## config.mk

```make
export PLATFORM = sky130hd
export DESIGN_NAME = fwd_dispatcher
export DESIGN_NICKNAME = d
export VERILOG_FILES = /design/src/rtl/fwd_disp_pkg.sv /design/src/rtl/fwd_event_classify.sv /design/src/rtl/fwd_disp_ctrl.sv /design/src/rtl/fwd_disp_datapath.sv /design/src/rtl/fwd_dispatcher.sv
export SDC_FILE = /design/constraint.sdc
export NUM_CORES = 1
export LEC_CHECK = 0
export ABC_AREA = 1
export BUFFER_PORTS_ARGS = -buffer_cell sky130_fd_sc_hd__buf_2
export CAP_MARGIN = 20
export CORE_AREA = 3 3 98 100
export DETAILED_ROUTE_END_ITERATION = 12
export DIE_AREA = 0 0 101 103
export PLACE_DENSITY = 0.87
export SYNTH_ARGS = -nofsm -noshare
export SYNTH_HDL_FRONTEND = slang
export SYNTH_SLANG_ARGS = --single-unit
```

## constraint.sdc

```tcl
create_clock -name clk -period 4.4 [get_ports clk]
set_input_delay 0.88 -clock clk [delete_from_list [all_inputs] [get_ports clk]]
set_output_delay 0.88 -clock clk [all_outputs]
set_load 0.05 [all_outputs]
```

## src/rtl/fwd_disp_pkg.sv

```systemverilog
package fwd_disp_pkg;

  localparam logic [2:0] MSG_RD_EXCL   = 3'd0;
  localparam logic [2:0] MSG_RD_SHARED = 3'd1;
  localparam logic [2:0] MSG_DMA_RD    = 3'd2;
  localparam logic [2:0] MSG_DMA_WR    = 3'd3;
  localparam logic [2:0] MSG_INVAL     = 3'd4;
  localparam logic [2:0] MSG_WB_DONE   = 3'd5;

  localparam logic [1:0] KIND_L1 = 2'd0;

  localparam int ST_W = 4;
  localparam logic [ST_W-1:0] ST_INVALID   = 4'd0;
  localparam logic [ST_W-1:0] ST_SHARED    = 4'd1;
  localparam logic [ST_W-1:0] ST_OWNED     = 4'd2;
  localparam logic [ST_W-1:0] ST_MODIFIED  = 4'd3;
  localparam logic [ST_W-1:0] ST_MODX      = 4'd4;
  localparam logic [ST_W-1:0] ST_SHR_UP    = 4'd5;
  localparam logic [ST_W-1:0] ST_OWN_UP    = 4'd6;
  localparam logic [ST_W-1:0] ST_INV_UP    = 4'd7;
  localparam logic [ST_W-1:0] ST_MOD_HOLD  = 4'd8;
  localparam logic [ST_W-1:0] ST_MODX_HOLD = 4'd9;
  localparam logic [ST_W-1:0] ST_MOD_EVICT = 4'd10;
  localparam logic [ST_W-1:0] ST_SHR_EVICT = 4'd11;
  localparam logic [ST_W-1:0] ST_OWN_EVICT = 4'd12;
  localparam logic [ST_W-1:0] ST_DROPPED   = 4'd13;

  typedef enum logic [2:0] {
    EV_OWN_EXCL   = 3'd0,
    EV_FWD_EXCL   = 3'd1,
    EV_FWD_SHARED = 3'd2,
    EV_FWD_DMA    = 3'd3,
    EV_INVAL      = 3'd4,
    EV_WB_DONE    = 3'd5,
    EV_OTHER      = 3'd6
  } fwdEv_e;

  typedef struct packed {
    logic send;
    logic excl;
    logic fromWb;
    logic pop;
    logic requeue;
    logic stWe;
  } ctrlStb_t;

endpackage

```

## src/rtl/fwd_event_classify.sv

```systemverilog
module fwd_event_classify
  import fwd_disp_pkg::*;
#(
  parameter int ID_W = 4
) (
  input  logic [2:0]      reqType,
  input  logic [ID_W-1:0] reqId,
  input  logic [1:0]      reqMachine,
  input  logic [ID_W-1:0] myId,
  output fwdEv_e          ev
);

  logic isSelf;
  assign isSelf = (reqId == myId) && (reqMachine == KIND_L1);

  always_comb begin
    case (reqType)
      MSG_RD_EXCL, MSG_DMA_WR: ev = isSelf ? EV_OWN_EXCL : EV_FWD_EXCL;
      MSG_RD_SHARED:           ev = EV_FWD_SHARED;
      MSG_DMA_RD:              ev = EV_FWD_DMA;
      MSG_INVAL:               ev = EV_INVAL;
      MSG_WB_DONE:             ev = EV_WB_DONE;
      default:                 ev = EV_OTHER;
    endcase
  end

endmodule

```

## src/rtl/fwd_disp_ctrl.sv

```systemverilog
module fwd_disp_ctrl
  import fwd_disp_pkg::*;
(
  input  logic            clk,
  input  logic            rstN,
  input  logic            fire,
  input  fwdEv_e          ev,
  input  logic [ST_W-1:0] lineState,
  output ctrlStb_t        stb,
  output logic [ST_W-1:0] nextState
);

  logic            doSend, doExcl, doWb, doRecycle;
  logic [ST_W-1:0] nxt;
  logic            isHold, isEvict;

  assign isHold  = (lineState == ST_MOD_HOLD) || (lineState == ST_MODX_HOLD);
  assign isEvict = (lineState == ST_MOD_EVICT) || (lineState == ST_SHR_EVICT) ||
                   (lineState == ST_OWN_EVICT);

  always_comb begin
    doSend    = 1'b0;
    doExcl    = 1'b0;
    doWb      = 1'b0;
    doRecycle = 1'b0;
    nxt       = lineState;
    if (isHold && (ev != EV_WB_DONE) && (ev != EV_OTHER)) begin
      doRecycle = 1'b1;
    end else begin
      case (ev)
        EV_FWD_SHARED: begin
          case (lineState)
            ST_SHARED, ST_OWNED, ST_SHR_UP, ST_OWN_UP: doSend = 1'b1;
            ST_MODIFIED, ST_MODX: begin
              doSend = 1'b1;
              nxt    = ST_OWNED;
            end
            ST_MOD_EVICT: begin
              doSend = 1'b1;
              doWb   = 1'b1;
              nxt    = ST_OWN_EVICT;
            end
            ST_SHR_EVICT, ST_OWN_EVICT: begin
              doSend = 1'b1;
              doWb   = 1'b1;
            end
            default: ;
          endcase
        end
        EV_FWD_DMA: begin
          case (lineState)
            ST_SHARED, ST_OWNED, ST_SHR_UP, ST_OWN_UP,
            ST_MODIFIED, ST_MODX: doSend = 1'b1;
            ST_MOD_EVICT, ST_SHR_EVICT, ST_OWN_EVICT: begin
              doSend = 1'b1;
              doWb   = 1'b1;
            end
            default: ;
          endcase
        end
        EV_FWD_EXCL: begin
          case (lineState)
            ST_MODIFIED, ST_MODX, ST_OWNED: begin
              doSend = 1'b1;
              doExcl = 1'b1;
              nxt    = ST_INVALID;
            end
            ST_OWN_UP: begin
              doSend = 1'b1;
              doExcl = 1'b1;
              nxt    = ST_INV_UP;
            end
            ST_MOD_EVICT, ST_OWN_EVICT: begin
              doSend = 1'b1;
              doExcl = 1'b1;
              doWb   = 1'b1;
              nxt    = ST_DROPPED;
            end
            default: ;
          endcase
        end
        EV_INVAL: begin
          if (lineState == ST_SHARED)      nxt = ST_INVALID;
          else if (lineState == ST_SHR_UP) nxt = ST_INV_UP;
        end
        EV_WB_DONE: begin
          if (isEvict || (lineState == ST_DROPPED)) nxt = ST_INVALID;
        end
        default: ;
      endcase
    end
  end

  always_comb begin
    stb.send    = fire & doSend;
    stb.excl    = doExcl;
    stb.fromWb  = doWb;
    stb.pop     = fire & ~doRecycle;
    stb.requeue = fire & doRecycle;
    stb.stWe    = fire & ~doRecycle;
    nextState   = nxt;
  end

  // a message is either consumed or recycled, never both
  a_r11_pop_or_requeue: assert property (@(posedge clk) disable iff (!rstN)
    !(stb.pop && stb.requeue));

  // hold states put back every forwarded request
  a_r4_hold_recycles: assert property (@(posedge clk) disable iff (!rstN)
    (fire && isHold && (ev == EV_FWD_SHARED || ev == EV_FWD_DMA ||
     ev == EV_FWD_EXCL || ev == EV_OWN_EXCL || ev == EV_INVAL))
    |-> (stb.requeue && !stb.send && !stb.stWe));

  // a DMA read never changes the line state
  a_r2_dma_no_downgrade: assert property (@(posedge clk) disable iff (!rstN)
    (fire && ev == EV_FWD_DMA) |-> (nextState == lineState));

  // buffer-sourced replies come only from eviction states
  a_r5_buffer_only_evicting: assert property (@(posedge clk) disable iff (!rstN)
    (stb.send && stb.fromWb) |-> isEvict);

endmodule

```

## src/rtl/fwd_disp_datapath.sv

```systemverilog
module fwd_disp_datapath
  import fwd_disp_pkg::*;
#(
  parameter int ID_W   = 4,
  parameter int ADDR_W = 32,
  parameter int DATA_W = 32
) (
  input  logic              clk,
  input  logic              rstN,
  input  ctrlStb_t          stb,
  input  logic              respReady,
  input  logic [ID_W-1:0]   reqId,
  input  logic [ADDR_W-1:0] reqAddr,
  input  logic [DATA_W-1:0] arrayData,
  input  logic [DATA_W-1:0] wbData,
  output logic              respValid,
  output logic              respExcl,
  output logic              respFromWb,
  output logic [ID_W-1:0]   respDest,
  output logic [ADDR_W-1:0] respAddr,
  output logic [DATA_W-1:0] respData
);

  logic [DATA_W-1:0] srcData;
  assign srcData = stb.fromWb ? wbData : arrayData;

  always_ff @(posedge clk) begin
    if (!rstN) begin
      respValid  <= 1'b0;
      respExcl   <= 1'b0;
      respFromWb <= 1'b0;
      respDest   <= '0;
      respAddr   <= '0;
      respData   <= '0;
    end else if (respReady) begin
      respValid <= stb.send;
      if (stb.send) begin
        respExcl   <= stb.excl;
        respFromWb <= stb.fromWb;
        respDest   <= reqId;
        respAddr   <= reqAddr;
        respData   <= srcData;
      end
    end
  end

  // a stalled reply stays put
  a_r11_hold_on_stall: assert property (@(posedge clk) disable iff (!rstN)
    !respReady |=> ($stable(respValid) && $stable(respData) && $stable(respDest)));

  // an accepted send shows up one cycle later
  a_r11_reply_next_cycle: assert property (@(posedge clk) disable iff (!rstN)
    (respReady && stb.send) |=> respValid);

  // a reply only comes with a consumed message that writes state
  a_r11_send_implies_pop: assert property (@(posedge clk) disable iff (!rstN)
    stb.send |-> (stb.pop && stb.stWe));

  // a recycled message produces no reply
  a_r4_requeue_no_reply: assert property (@(posedge clk) disable iff (!rstN)
    (respReady && stb.requeue) |=> !respValid);

endmodule

```

## src/rtl/fwd_dispatcher.sv

```systemverilog
module fwd_dispatcher
  import fwd_disp_pkg::*;
#(
  parameter int ID_W   = 4,
  parameter int ADDR_W = 32,
  parameter int DATA_W = 32
) (
  input  logic              clk,
  input  logic              rstN,
  input  logic [ID_W-1:0]   myId,
  input  logic              reqValid,
  output logic              reqReady,
  input  logic [2:0]        reqType,
  input  logic [ID_W-1:0]   reqId,
  input  logic [1:0]        reqMachine,
  input  logic [ADDR_W-1:0] reqAddr,
  input  logic [3:0]        lineState,
  input  logic [DATA_W-1:0] arrayData,
  input  logic [DATA_W-1:0] wbData,
  input  logic              respReady,
  output logic              respValid,
  output logic              respExcl,
  output logic              respFromWb,
  output logic [ID_W-1:0]   respDest,
  output logic [ADDR_W-1:0] respAddr,
  output logic [DATA_W-1:0] respData,
  output logic              popFwd,
  output logic              recycleReq,
  output logic              stateWe,
  output logic [3:0]        nextState
);

  fwdEv_e   ev;
  ctrlStb_t stb;
  logic     fire;

  assign reqReady = respReady;
  assign fire     = reqValid & respReady;

  fwd_event_classify #(.ID_W(ID_W)) u_classify (
    .reqType    (reqType),
    .reqId      (reqId),
    .reqMachine (reqMachine),
    .myId       (myId),
    .ev         (ev)
  );

  fwd_disp_ctrl u_ctrl (
    .clk       (clk),
    .rstN      (rstN),
    .fire      (fire),
    .ev        (ev),
    .lineState (lineState),
    .stb       (stb),
    .nextState (nextState)
  );

  fwd_disp_datapath #(.ID_W(ID_W), .ADDR_W(ADDR_W), .DATA_W(DATA_W)) u_dp (
    .clk        (clk),
    .rstN       (rstN),
    .stb        (stb),
    .respReady  (respReady),
    .reqId      (reqId),
    .reqAddr    (reqAddr),
    .arrayData  (arrayData),
    .wbData     (wbData),
    .respValid  (respValid),
    .respExcl   (respExcl),
    .respFromWb (respFromWb),
    .respDest   (respDest),
    .respAddr   (respAddr),
    .respData   (respData)
  );

  assign popFwd     = stb.pop;
  assign recycleReq = stb.requeue;
  assign stateWe    = stb.stWe;

endmodule

```

==> results.sh <==
export IMPL_hold_ws_ns=0.457
export IMPL_fmax_mhz=318
export IMPL_setup_viol=0
export IMPL_ys_types=33
export IMPL_core_region_area_um2=8760
export IMPL_grt_pass1_wl_um=17800
export IMPL_hp_class="flip-flop to flip-flop"
export IMPL_synth_xor_area_share_pct=0.222
export IMPL_die_area_um2=10400
export IMPL_fill_cells=887
export IMPL_num_vias=4360
export IMPL_period_share_pct=71.5
export IMPL_grt_pass1_vias=3834
export IMPL_die_w_um=101
export IMPL_synth_adder_area_share_pct=0
export IMPL_wirelength_um=11300
export IMPL_final_setup_tns_ns=0
export IMPL_drive_gt1_share_pct=31.0
export IMPL_power_density_nw_per_um2=307
export IMPL_cts_tree="built"
export IMPL_syn_nets=740
export IMPL_synth_compound_area_share_pct=7.80
export IMPL_synth_area_mux_share_pct=0
export IMPL_critPathKind="input port to primary output"
export IMPL_htreeDepth=3
export IMPL_synth_edf_count=0
export IMPL_gp_congestion=0.935
export IMPL_insertion_delay_ns=0.33
export IMPL_finalHoldViolations=0
export IMPL_p_leak_uw=0.00284
export IMPL_grt_antenna_before_repair=0
export IMPL_ys_flop_type="dfxtp_1"
export IMPL_ys_ff_latch=71
export IMPL_viasPerCell=4.82
export IMPL_grt_usage_pct=21.3
export IMPL_syn_cell_area_um2=3950
export IMPL_stdcell_count=905
export IMPL_clk_pin_slew_ns=0.08
export IMPL_worst_setup_path_start_kind="input port"
export IMPL_initial_utilization_pct=45.0
export IMPL_status="completed"
export IMPL_cts_buffer_depth=2
export IMPL_dp_hpwl_um=7890
export IMPL_yosys_warnings=0
export IMPL_worst_slew_pin_slew_ns=0.760
export IMPL_drt_iter0_markers=200
export IMPL_layout_nets=909
export IMPL_synth_top_family_by_area="simple AND/OR/NAND/NOR gates"
export IMPL_ctsResizeCount=0
export IMPL_relSlewSlack_pct=49.3
export IMPL_area_growth_pct=27.5
export IMPL_rsz0062_at_grt="no"
export IMPL_syn_instance_count=623
export IMPL_period_needed_ns=3.14
export IMPL_place_ws_ns=1.26
export IMPL_yosysSeqAreaShare_pct=36.0
export IMPL_fin_skew_ns=0
export IMPL_root_buffer="clkbuf_8"
export IMPL_grt_ovfl_total=0
export IMPL_drv_cap=0
export IMPL_ir_drop_uv=189
export IMPL_layout_setup_ws_ns=1.26
export IMPL_stdcell_area_um2=5030
export IMPL_clkSinkCount=71
export IMPL_slew_violations=0
export IMPL_worstPathRequired_ns=3.52
export IMPL_hold_buffers=0
export IMPL_critPathCaptureType="primary output"
export IMPL_io_pins=196
export IMPL_grt_max_degree=72
export IMPL_avgRoutedWirePerCell_um=12.5
export IMPL_yosys_area_share_simple_pct=41.0
export IMPL_die_height_um=103
export IMPL_cts_setup_buffers=0
export IMPL_cp_arrival_ns=2.26
export IMPL_drtPass1Iterations=5
export IMPL_diodes=0
export IMPL_synthArstFlopShare_pct=0
export IMPL_place_area_um2=4840
export IMPL_cts_buffers=9
export IMPL_remaining_drc_errors=0
export IMPL_rows=34
export IMPL_dp_cells=889
export IMPL_avgSynthCellArea_um2=6.34
export IMPL_port_buffers=195
export IMPL_ant_nets=0
export IMPL_critPathMaxFanout=4
==> where the power goes <==
group	switching [uW]	total (uW)	leakage [uW]	internal, uW
sequential	9.64	673	0.000575	663
combinational	249	355	0.00217	106
clock	253	515	0.0000956	263
total	511	1540	0.00284	1030
==> cell usage after synthesis, types with 2 or more instances <==
cell type	instances	area [um2]
nand2_1	129	484
nor2_1	115	432
nand3_1	101	505
inv_1	82	308
dfxtp_1	71	1420
a21oi_1	37	185
clkbuf_1	16	60.1
buf_2	14	70.1
nand3_2	12	120
buf_6	8	90.1
a21oi_2	6	52.6
inv_2	5	18.8
nand2_4	3	33.8
o21ai_0	3	15.0
buf_4	2	15.0
or2_2	2	12.5
==> path summary, 6_finish.rpt <==
check               startpoint                 to  slack (ns)  cells past startpoint
max reg2reg   u_dp.respData[7]   u_dp.respData[7]        3.72                      4
min          u_dp.respAddr[13]  u_dp.respAddr[13]        0.46                      2
max                   reqId[2]       nextState[1]        1.26                     11
min reg2reg  u_dp.respAddr[13]  u_dp.respAddr[13]        0.46                      2
==> routing by layer <==
| layer | wire length [um] | track usage, % | vias to the layer above |
|---|---|---|---|
| met3 | 1030 | 6.83 | 15 |
| met2 | 5290 | 36.3 | 175 |
| met1 | 4830 | 26.1 | 1900 |
| met5 | 0 | 0 | - |
| met4 | 182 | 5.73 | 0 |
| li1 | - | - | 2270 |
==> flip-flops by register name, summed over array words and instances, names as in the netlist <==
signal           flops
u_dp.respAddr       32
u_dp.respData       32
u_dp.respDest        4
u_dp.respExcl        1
u_dp.respFromWb      1
u_dp.respValid       1
==> placed cells by master, fill, tap and decap left out, types with 2 or more instances in the layout <==
| cell type | synthesis | layout |
|---|---|---|
| buf_2 | 14 | 195 |
| nand2_1 | 129 | 129 |
| nor2_1 | 115 | 115 |
| nand3_1 | 101 | 101 |
| inv_1 | 82 | 82 |
| dfxtp_1 | 71 | 71 |
| a21oi_1 | 37 | 37 |
| nand3_2 | 12 | 12 |
| clkbuf_8 | 0 | 9 |
| a21oi_2 | 6 | 6 |
| inv_2 | 5 | 5 |
| buf_4 | 2 | 5 |
| clkinv_2 | 1 | 3 |
| nand2_4 | 3 | 3 |
| o21ai_0 | 3 | 3 |
| or2_2 | 2 | 2 |
| clkinvlp_4 | 0 | 2 |
==> final cells by class <==
cell class	count	area (um2)	share of cell area, %
flip-flops and latches	71	1420	28.2
repair buffers	200	1010	20.1
well taps	108	135	2.68
multi-input cells	422	1940	38.5
clock buffers	9	124	2.46
inverters	88	332	6.59
clock inverters	7	72.6	1.44
==> worst max-delay path: stages <==
cell and delay (ns):
buf_2 0.10, inv_1 0.04, nand2_1 0.05, nand2_1 0.05, nor2_1 0.10, nand3_1 0.15, nand2_1 0.15, nand3b_1 0.12
or2_2 0.28, nand3_1 0.08, buf_2 0.26
==> stage by stage <==
step	power, uW	utilization [%]
after floorplan	943	-
after global placement	1040	55.2
after detailed placement	1040	55.2
after CTS	1560	57.4
after global routing	1630	57.4
final	1540	57.4
==> kinds of logic (layout without fill, tap and decap cells) <==
| group | Yosys count | count (layout) |
|---|---|---|
| and+or+nand+nor | 367 | 367 |
| DFF | 71 | 71 |
| xor gates and xnor gates | 1 | 1 |
| AOI/OAI and AO/OA | 54 | 54 |
| buffers and inverters | 130 | 304 |
No activity file was read; power rests on OpenSTA's default activity.
